--- config.mk ---
export PLATFORM = sky130hd
export DESIGN_NAME = bankreg_top
export DESIGN_NICKNAME = d
export VERILOG_FILES = /design/src/rtl/bankreg_pkg.sv /design/src/rtl/bankreg_ctrl.sv /design/src/rtl/bankreg_dp.sv /design/src/rtl/bankreg_top.sv
export SDC_FILE = /design/constraint.sdc
export NUM_CORES = 2
export LEC_CHECK = 0
export ABC_AREA = 1
export BUFFER_PORTS_ARGS = -buffer_cell sky130_fd_sc_hd__buf_2
export CORE_MARGIN = 8
export CORE_UTILIZATION = 58
export CTS_CLUSTER_SIZE = 14
export DETAILED_ROUTE_END_ITERATION = 6
export PLACE_DENSITY = 0.76
export SETUP_SLACK_MARGIN = 0.05
export SLEW_MARGIN = 10
export SYNTH_ARGS = -nofsm -noshare
export SYNTH_HDL_FRONTEND = slang
export SYNTH_SLANG_ARGS = --single-unit
--- constraint.sdc ---
create_clock -name clk -period 8.3 [get_ports clk]
set_input_delay 1.66 -clock clk [delete_from_list [all_inputs] [get_ports clk]]
set_output_delay 1.66 -clock clk [all_outputs]
set_load 0.1 [all_outputs]
--- src/rtl/bankreg_pkg.sv ---
package bankreg_pkg;

  localparam int NUM_PHYS   = 31;
  localparam int PHYS_W     = $clog2(NUM_PHYS);
  localparam int NUM_SAVED  = 5;
  localparam int SAVED_W    = $clog2(NUM_SAVED);
  localparam int MODE_W     = 5;

  localparam logic [MODE_W-1:0] MODE_USR = 5'b10000;
  localparam logic [MODE_W-1:0] MODE_FIQ = 5'b10001;
  localparam logic [MODE_W-1:0] MODE_IRQ = 5'b10010;
  localparam logic [MODE_W-1:0] MODE_SVC = 5'b10011;
  localparam logic [MODE_W-1:0] MODE_ABT = 5'b10111;
  localparam logic [MODE_W-1:0] MODE_UND = 5'b11011;
  localparam logic [MODE_W-1:0] MODE_SYS = 5'b11111;

  // Physical layout: 0..15 shared view, 16..22 fast-interrupt 8..14,
  // then pairs (13,14) for normal-interrupt, supervisor, abort, undefined.
  localparam int FIQ_BASE  = 16;
  localparam int PAIR_BASE = 23;

  typedef enum logic [2:0] {
    BK_USR = 3'd0,
    BK_FIQ = 3'd1,
    BK_IRQ = 3'd2,
    BK_SVC = 3'd3,
    BK_ABT = 3'd4,
    BK_UND = 3'd5
  } bank_e;

  typedef struct packed {
    logic              gprWe;
    logic [PHYS_W-1:0] gprWrIdx;
    logic [PHYS_W-1:0] gprRdIdxA;
    logic [PHYS_W-1:0] gprRdIdxB;
    logic              statusWe;
    logic              savedWe;
    logic              savedValid;
    logic [SAVED_W-1:0] savedIdx;
  } strobe_t;

  function automatic bank_e decodeMode(input logic [MODE_W-1:0] m);
    case (m)
      MODE_FIQ: return BK_FIQ;
      MODE_IRQ: return BK_IRQ;
      MODE_SVC: return BK_SVC;
      MODE_ABT: return BK_ABT;
      MODE_UND: return BK_UND;
      default:  return BK_USR;
    endcase
  endfunction

endpackage

--- src/rtl/bankreg_ctrl.sv ---
module bankreg_ctrl
  import bankreg_pkg::*;
(
  input  logic [MODE_W-1:0] modeIn,
  input  logic [3:0]        rdAddrA,
  input  logic [3:0]        rdAddrB,
  input  logic              wrEn,
  input  logic [3:0]        wrAddr,
  input  logic              statusWrEn,
  input  logic              savedWrEn,
  output strobe_t           strobe
);

  bank_e curBank;

  function automatic logic [PHYS_W-1:0] physIdx(input bank_e bk, input logic [3:0] a);
    logic [PHYS_W-1:0] idx;
    idx = {1'b0, a};
    if (bk == BK_FIQ && a >= 4'd8 && a <= 4'd14) begin
      idx = PHYS_W'(FIQ_BASE) + PHYS_W'(a - 4'd8);
    end else if (bk != BK_USR && bk != BK_FIQ && (a == 4'd13 || a == 4'd14)) begin
      idx = PHYS_W'(PAIR_BASE) + PHYS_W'({(3'(bk) - 3'd2), 1'b0}) + PHYS_W'(a - 4'd13);
    end
    return idx;
  endfunction

  always_comb begin
    curBank           = decodeMode(modeIn);
    strobe.gprWe      = wrEn;
    strobe.gprWrIdx   = physIdx(curBank, wrAddr);
    strobe.gprRdIdxA  = physIdx(curBank, rdAddrA);
    strobe.gprRdIdxB  = physIdx(curBank, rdAddrB);
    strobe.statusWe   = statusWrEn;
    strobe.savedValid = (curBank != BK_USR);
    strobe.savedIdx   = SAVED_W'(3'(curBank) - 3'd1);
    strobe.savedWe    = savedWrEn && strobe.savedValid;
  end

endmodule

--- src/rtl/bankreg_dp.sv ---
module bankreg_dp
  import bankreg_pkg::*;
#(
  parameter int DATA_W = 32
) (
  input  logic              clk,
  input  logic              rstN,
  input  strobe_t           strobe,
  input  logic [DATA_W-1:0] wrData,
  input  logic [DATA_W-1:0] statusWrData,
  input  logic [DATA_W-1:0] savedWrData,
  output logic [DATA_W-1:0] rdDataA,
  output logic [DATA_W-1:0] rdDataB,
  output logic [DATA_W-1:0] statusRd,
  output logic [DATA_W-1:0] savedRd
);

  localparam logic [DATA_W-1:0] STATUS_RST = DATA_W'(MODE_SVC);

  logic [DATA_W-1:0] gprQ   [NUM_PHYS];
  logic [DATA_W-1:0] savedQ [NUM_SAVED];
  logic [DATA_W-1:0] statusQ;

  for (genvar g = 0; g < NUM_PHYS; g++) begin : g_gpr
    always_ff @(posedge clk or negedge rstN) begin
      if (!rstN)                                           gprQ[g] <= '0;
      else if (strobe.gprWe && strobe.gprWrIdx == PHYS_W'(g)) gprQ[g] <= wrData;
    end
  end

  for (genvar s = 0; s < NUM_SAVED; s++) begin : g_saved
    always_ff @(posedge clk or negedge rstN) begin
      if (!rstN)                                             savedQ[s] <= '0;
      else if (strobe.savedWe && strobe.savedIdx == SAVED_W'(s)) savedQ[s] <= savedWrData;
    end
  end

  always_ff @(posedge clk or negedge rstN) begin
    if (!rstN)                statusQ <= STATUS_RST;
    else if (strobe.statusWe) statusQ <= statusWrData;
  end

  always_comb begin
    rdDataA = '0;
    rdDataB = '0;
    for (int i = 0; i < NUM_PHYS; i++) begin
      if (strobe.gprRdIdxA == PHYS_W'(i)) rdDataA = gprQ[i];
      if (strobe.gprRdIdxB == PHYS_W'(i)) rdDataB = gprQ[i];
    end
  end

  always_comb begin
    savedRd = '0;
    for (int k = 0; k < NUM_SAVED; k++) begin
      if (strobe.savedValid && strobe.savedIdx == SAVED_W'(k)) savedRd = savedQ[k];
    end
  end

  assign statusRd = statusQ;

endmodule

--- src/rtl/bankreg_top.sv ---
module bankreg_top
  import bankreg_pkg::*;
#(
  parameter int DATA_W = 32
) (
  input  logic              clk,
  input  logic              rstN,
  input  logic [4:0]        modeIn,
  input  logic [3:0]        rdAddrA,
  output logic [DATA_W-1:0] rdDataA,
  input  logic [3:0]        rdAddrB,
  output logic [DATA_W-1:0] rdDataB,
  input  logic              wrEn,
  input  logic [3:0]        wrAddr,
  input  logic [DATA_W-1:0] wrData,
  input  logic              statusWrEn,
  input  logic [DATA_W-1:0] statusWrData,
  output logic [DATA_W-1:0] statusRd,
  input  logic              savedWrEn,
  input  logic [DATA_W-1:0] savedWrData,
  output logic [DATA_W-1:0] savedRd
);

  strobe_t strobe;

  bankreg_ctrl u_ctrl (
    .modeIn     (modeIn),
    .rdAddrA    (rdAddrA),
    .rdAddrB    (rdAddrB),
    .wrEn       (wrEn),
    .wrAddr     (wrAddr),
    .statusWrEn (statusWrEn),
    .savedWrEn  (savedWrEn),
    .strobe     (strobe)
  );

  bankreg_dp #(.DATA_W(DATA_W)) u_dp (
    .clk          (clk),
    .rstN         (rstN),
    .strobe       (strobe),
    .wrData       (wrData),
    .statusWrData (statusWrData),
    .savedWrData  (savedWrData),
    .rdDataA      (rdDataA),
    .rdDataB      (rdDataB),
    .statusRd     (statusRd),
    .savedRd      (savedRd)
  );

endmodule

======== Word-level counts from Yosys, hierarchy flattened ========
Index checks and enable logic that the tools add are counted.
operators by class
  add/subtract/negate cells ............... 15
  order comparisons ....................... 6
  equal/unequal tests ..................... 107
  muxes and demuxes ....................... 74
  reduce and logical (&&, ||, !) cells .... 60
operators by type and width
  operator                                                   count
  two-way mux 32 bit                                         67
  == test 5 bit (second input constant)                      50
  == test 5 x 4 -> 1 bit (second input constant)             24
  == test 5 x 3 -> 1 bit (second input constant)             12
  logical AND 1 bit                                          52
  == test 5 x 2 -> 1 bit (second input constant)             6
  two-way mux 5 bit                                          6
  subtractor 4 x 4 -> 5 bit (second input constant)          6
  == test 4 bit (second input constant)                      6
  adder 5 bit                                                3
  adder 5 bit (first input constant)                         3
  == test 5 x 1 -> 1 bit (second input constant)             3
  zero test 5 bit                                            3
  one-hot mux 3 bit (5 select lines)                         1
  greater-or-equal comparator 4 bit (second input constant)  3
  <= comparator 4 bit (second input constant)                3
  == test 3 x 1 -> 1 bit (second input constant)             2
  == test 3 x 2 -> 1 bit (second input constant)             2
  adder 5 x 4 -> 5 bit (first input constant)                1
  == test 3 bit (second input constant)                      1
  zero test 3 bit                                            1
  logical OR 1 bit                                           3
  inequality test 3 x 1 -> 1 bit (second input constant)     1
  nonzero test 3 bit                                         1
  2 further kinds                                            2
word-level totals
  register bits after elaboration ......... 1184
  input bits .............................. 118
  output and inout bits ................... 128
  logic and storage cells ................. 299

======== Logic depth before layout (Yosys ltp) ========
  depth in word-level cells ............... 39
  mapped depth ............................ 37
  depth with buffers taken out ............ 35

======== By module ========
Synthesis repeated with hierarchy kept, for this count alone.
second synthesis, totals
  cells, all modules ...................... 7986
  area total of the unflattened synthesis .. 59369.4 µm²
by module, submodules not included
  module        instances  cells an instance  area each (µm²)  sequential area each (µm²)
  bankreg_dp    1          7819               58332.2          29632.2
  bankreg_ctrl  1          167                1037.2           0.0

======== Least setup slack after synthesis ========
OpenSTA, ideal clock, no wires.
  kind .................................... input port to output port
  from .................................... in modeIn[3]
  to ...................................... out rdDataB[17]
  data arrival time ....................... 6242 ps
  required time ........................... 6640 ps
  slack ................................... 398 ps
  stages on the path ...................... 29
  buffers on the path ..................... 2
  cell sequence ........................... nor2_1 > nand3_1 > ha_1 > inv_1 > ha_1 > inv_1 > ha_1 > inv_1 > fa_1 > xnor2_1 > nand3b_1 > nand2_1 > nor2_8 > nor2_8 > inv_2 > buf_6 > nor2_1 > clkbuf_1 > nand2_1 > nand2_1 > nand4_1 > nor3_1 > nand4_1 > nor2_1 > nand4_1 > nor2_1 > nand4_1 > nor2_1 > nand4_1
on the way
  cells in the longest elaborated chain, start to end .. 39
  elaborated cells between the ends (all ways) .. 80
  classes of those cells .................. add/sub: 3; eq/ne: 37; mux: 34; reduce/logical: 6
ends and longest elaborated chain
  item                                                              line                                    RTL
  start, declared                                                   bankreg_top.sv:8                        input logic [4:0] modeIn,
  == test 5 bit                                                     bankreg_pkg.sv:43                       case (m)
  one-hot mux 3 bit (5 select lines) (*)                            bankreg_pkg.sv:43
  subtractor 3 x 2 -> 3 bit (tied with other cells)                 bankreg_ctrl.sv:22                      idx = PHYS_W'(PAIR_BASE) + PHYS_W'({(3'(bk) - 3'd2), 1'b0}) + PHYS_W'(a - 4'd13);
  adder 5 x 4 -> 5 bit / logical AND 1 bit (equally long branches)  bankreg_ctrl.sv:22, bankreg_ctrl.sv:21
  adder 5 bit / logical AND 1 bit (equally long branches)           bankreg_ctrl.sv:22, bankreg_ctrl.sv:21
  two-way mux 5 bit                                                 bankreg_ctrl.sv:21                      end else if (bk != BK_USR && bk != BK_FIQ && (a == 4'd13 || a == 4'd14)) begin
  two-way mux 5 bit (*)                                             bankreg_ctrl.sv:19                      if (bk == BK_FIQ && a >= 4'd8 && a <= 4'd14) begin
  zero test 5 bit                                                   bankreg_dp.sv:48                        if (strobe.gprRdIdxB == PHYS_W'(i)) rdDataB = gprQ[i];
  two-way mux 32 bit (30 in series)                                 bankreg_dp.sv:48
  two-way mux 32 bit (*)                                            bankreg_dp.sv:48
  end, declared                                                     bankreg_top.sv:12                       output logic [DATA_W-1:0] rdDataB,
Mark *: on every way between the ends. The rest lies on a longest branch, timed or not.

======== Worst setup path in the final report ========
  from .................................... in modeIn[3]
  to ...................................... out rdDataB[23]
Same word-level chain as after synthesis.

==> results <==
- The run finished, with violations left.
- The final reports fail on design-rule violations, negative setup slack.
- The leakage power summed over all cells is 33.3 nW.
- The power per standard cell area is 228 nW/um^2.
- Summing all non-filler instances in the final layout gives an area of 72200 um^2.
- The total nets after synthesis is a little over 8000.
- For this block, the via count after detailed routing is slightly below 60000.
- The clock tree skew after final layout is 0 ns.
- The wire length of the first global-routing pass is about 330000 um.
- The die extent in y is 339 um.
- STA classifies the critical path startpoint as a primary input.
- Yosys printed 0 warnings.
- The total standard cell area after synthesis is 60400 um^2.
- In this run, distinct cell masters in the synthesized netlist total 45.
- In this run, the combinational gates consume a little over a fifth of the power.
- Summing the sequential cell areas from Yosys gives between 40% and 50% of the chip area.
- Wires add up to 213000 um.
- The share of total power dissipated in the clock network is 33.8%.
- In this run the number of cells on the critical path is 35.
- Entering global routing, the biggest net connects between 150 and 200 pins.
- The sequential fraction of design power is 44.3%.
- The xor and xnor area share after synthesis is less than 1%.
- The I/O pin count is 246.
- The least setup slack across all paths after layout is -0.131 ns.
- The longest clock path from root to sink contains 3 buffers.
- In the routed layout, each cell is associated on average with a via count of roughly 6.0.
- The x dimension of the die is approximately 340 um.
- The global-route congestion overflow total is 0.
- The worst register-to-register path begins at u_dp.gprQ[723].
- The mean instance size in the synthesized netlist is 7.48 um^2.
- The number of hold buffers added after CTS was 0.
- The classification of the worst setup path is in -> out.
- The maximum fanout along the worst path is 6.
- The clock net in this run drives a total of 1184 sinks.
- The final hold violation count is 0.
- The post-detailed-route wirelength per cell is 21.7 um.
- Once layout is complete, the utilization of the core stands at 69.8%.
- The leading cell type in the layout, fill and taps excluded is sky130_fd_sc_hd__nand2_1.
- The peak ir drop on the vdd network is 0.214 mV.
- The total area inside the core boundary comes to 103000 um^2.
- The top cell types in the final layout, fill and taps aside, are sky130_fd_sc_hd__nand2_1, sky130_fd_sc_hd__dfrtp_1, sky130_fd_sc_hd__o21ai_0, sky130_fd_sc_hd__nor2_1, sky130_fd_sc_hd__inv_1.
- In the finished design, the share of the clock period the worst path needs comes to 102%.
- In this run the core area contains about 120 standard-cell rows.
- The path with the worst hold slack has its endpoint at u_dp.gprQ[520].
- The complex-gate fraction of the synthesized area is 11.9%.
- For this design, the slowest cell found on the critical path is sky130_fd_sc_hd__fa_2.
- Clock latency on the worst-skew pair, taken at its later pin, is 0.73 ns.
- STA classifies the critical path endpoint as an output port.
- The CTS buffer count is approximately 120.
- The DRC violation total after the first TritonRoute iteration is a little under 9000.
- The fraction of power spent switching nets is between 30 and 40%.
- For this run, the top clock speed supported by timing is 119 MHz.
- The length of the first detailed-routing pass in iterations is 7.
- At the placement stage, the worst setup path has a slack of -0.418 ns.
- The final-stage net count is 8496.
- Of the cells placed in the final design, the portion with a size suffix greater than 1 is 17.7%.
- Together, buffers and inverters on the worst path number 9.
- The worst pin sits at a relative slew slack of 14.4%.
- The worst register-to-register path ends at u_dp.gprQ[723].
- In the routed design, unresolved DRC markers number 2.
- The tree is rooted in a sky130_fd_sc_hd__clkbuf_16.
- The worst register-to-register path has a depth of 2.
- After synthesis, the largest family of logic cells by area is simple AND/OR/NAND/NOR gates.
- The placed instances occupy a cell area of 65800 um^2.
- The count of buffers from port buffering is 245.
- The most common cell type on the critical path is sky130_fd_sc_hd__nand4_1.
- After Yosys synthesis, full adders, half adders and majority gates account for 0.534% of the synthesized area.
- Setup repair after global routing could not meet its margin everywhere.
- The count of final setup violators is 7.
- In the synthesized netlist the dominant register cell turns out to be sky130_fd_sc_hd__dfrtp_1.
- The portion of netlist area occupied by mux cells is 1.94%.
- The max capacitance violation total is 0.
- In this run, synthesis inferred 0 flip-flops with an integrated enable.
- The clock period minus final worst setup slack is 8.43 ns.
- The via count of the first global-routing pass is ~57000.
- The data required time of the critical path is 6.64 ns.
- The number of register bits inferred by synthesis is 1184.
- For the worst setup path, the data arrival time is 6.77 ns.
- The global-route total usage across every layer is 35.8%.
- In this run the remaining antenna-violating nets after routing total 0.
- The clock slew at the register clock pins of the worst setup and hold paths is 0.06 ns.
- After Yosys synthesis, and, or, nand and nor cells account for 29.3% of the synthesized area.
- The number of antenna violations at the first check in global routing is 13.
- The switching power is 0.00553 W.
- The source of the critical timing path is modeIn[3].
- The starting density of the core is 58.4%.
- After technology mapping, the gate count stands at between 8000 and 9000.
- The die outline area is 115000 um^2.
- The worst hold path was traced through 2 stages.
- The worst hold-check path type is reg -> reg.
- For the pin with the worst max-slew slack, the measured transition is 1.28 ns.
- Cell internal power was estimated by the tool at approximately 0.011 W.
- The largest single stage delay on the critical path is 0.40 ns.
- CTS built an H-tree with a depth of 3.
- TritonCTS built the clock tree.
- The HPWL after detailed placement is 150000 um.
- The critical path's top delay family is simple AND/OR/NAND/NOR gates.
- For this run, asynchronously set or reset flops after synthesis account for 100%.
- The worst hold path begins at u_dp.gprQ[520].
- The setup check on the worst reg-to-reg path leaves a slack of around 7.5 ns.
- The number of max-slew violations in the final report came to 0.
- The growth of design area from synthesis to finish is 19.4%.
- The congestion estimate from routability-driven global placement came to slightly below 1.
[logic make-up (layout without fill, tap and decap cells)]
| group | count (synthesis) | in the layout |
|---|---|---|
| buffers and inverters | 1108 | 1485 |
| XOR/XNOR | 5 | 5 |
| other | 0 | 7 |
| AO/OA/AOI/OAI | 1408 | 1408 |
| adder cells (fa/ha/maj) | 24 | 24 |
| flip-flops | 1184 | 1184 |
| AND/OR/NAND/NOR | 4243 | 4244 |
| multiplexers | 104 | 104 |
[worst register-to-register path: cells and delay by family (launching register included)]
family	cells	cell delay [ns]
AOI/OAI and AO/OA	1	0.12
DFF	1	0.43
and+or+nand+nor	1	0.10
[worst max path at each step]
stage	slack [ns]	end
after floorplan	0.40	rdDataB[17]
after global placement	-0.36	rdDataB[10]
after detailed placement	-0.42	rdDataB[5]
after CTS	-0.07	rdDataB[23]
after global routing	-0.34	rdDataB[6]
final	-0.13	rdDataB[23]
[metal layers]
metal,vias up,routed length [um],global-route usage [%]
li1,26600,-,-
met1,28600,85800,50.7
met2,3652,94700,54.4
met3,637,23900,7.10
met4,8,9030,13.8
met5,-,50,0
[final cells by class]
class                      count  area [um^2]
timing repair buffer         686         6590
multi-input combinational   5785        28000
tap                         1380         1730
sequential                  1184        29600
clock buffer                 174         3520
antenna                        7         17.5
fill                        8169        31300
clock inverter                49          531
inverter                     576         2200
[per-stage QoR]
| stage | instances | hold slack, ns | TNS [ns] | power (W) |
|---|---|---|---|---|
| 4_1_cts | 9811 | 0.487 | -0.122 | 0.0163 |
| 3_5_place_dp | 9561 | 0.473 | -16.09 | 0.0107 |
| 6_report | 9841 | 0.485 | -0.317 | 0.0165 |
| 5_1_grt | 9837 | 0.503 | -8.40 | 0.0171 |
| 2_1_floorplan | 8076 | 0.453 | 0 | 0.00929 |
| 3_3_place_gp | 9561 | 0.465 | -12.12 | 0.0106 |
[registers in the layout, indices dropped and copies added (netlist names)]
name and cells:
u_dp.statusRd 32, u_dp.savedQ 160, u_dp.gprQ 992
[power groups by stage]
| stage | Combinational, W | Clock, W | Sequential, W |
|---|---|---|---|
| final | 0.00361 | 0.00558 | 0.00730 |
| after global placement | 0.00326 | 0 | 0.00731 |
| after global routing | 0.00389 | 0.00582 | 0.00738 |
| after CTS | 0.00343 | 0.00560 | 0.00725 |
| after detailed placement | 0.00334 | 0 | 0.00733 |
| after floorplan | 0.00203 | 0 | 0.00726 |
[synthesized netlist by cell type, types with 9 or more instances]
| master | count | area, um^2 |
|---|---|---|
| sky130_fd_sc_hd__or2_2 | 93 | 582 |
| sky130_fd_sc_hd__or2_0 | 14 | 87.6 |
| sky130_fd_sc_hd__buf_2 | 44 | 220 |
| sky130_fd_sc_hd__nor3_1 | 17 | 85.1 |
| sky130_fd_sc_hd__nand2_1 | 2709 | 10200 |
| sky130_fd_sc_hd__inv_2 | 16 | 60.1 |
| sky130_fd_sc_hd__nor2_2 | 10 | 62.6 |
| sky130_fd_sc_hd__nor2_1 | 701 | 2630 |
| sky130_fd_sc_hd__a21oi_1 | 189 | 946 |
| sky130_fd_sc_hd__a211oi_1 | 19 | 143 |
| sky130_fd_sc_hd__inv_1 | 553 | 2080 |
| sky130_fd_sc_hd__clkbuf_1 | 461 | 1730 |
| sky130_fd_sc_hd__o21ai_0 | 1153 | 5770 |
| sky130_fd_sc_hd__ha_1 | 21 | 263 |
| sky130_fd_sc_hd__mux2_2 | 104 | 1170 |
| sky130_fd_sc_hd__dfrtp_1 | 1181 | 29600 |
| sky130_fd_sc_hd__nand4_1 | 361 | 2260 |
| sky130_fd_sc_hd__or2_1 | 10 | 62.6 |
| sky130_fd_sc_hd__buf_6 | 14 | 158 |
| sky130_fd_sc_hd__nand3_1 | 299 | 1500 |
| sky130_fd_sc_hd__buf_1 | 9 | 33.8 |
| sky130_fd_sc_hd__o22ai_1 | 19 | 119 |
[timing repair]
item                       CTS  global route
setup endpoints to repair   64            64
gates resized for setup    165           345
gates cloned                 3             3
setup buffers               26            25
hold endpoints to repair     0             0
pin swaps                   57           228
No activity file was read; power rests on OpenSTA's default activity.
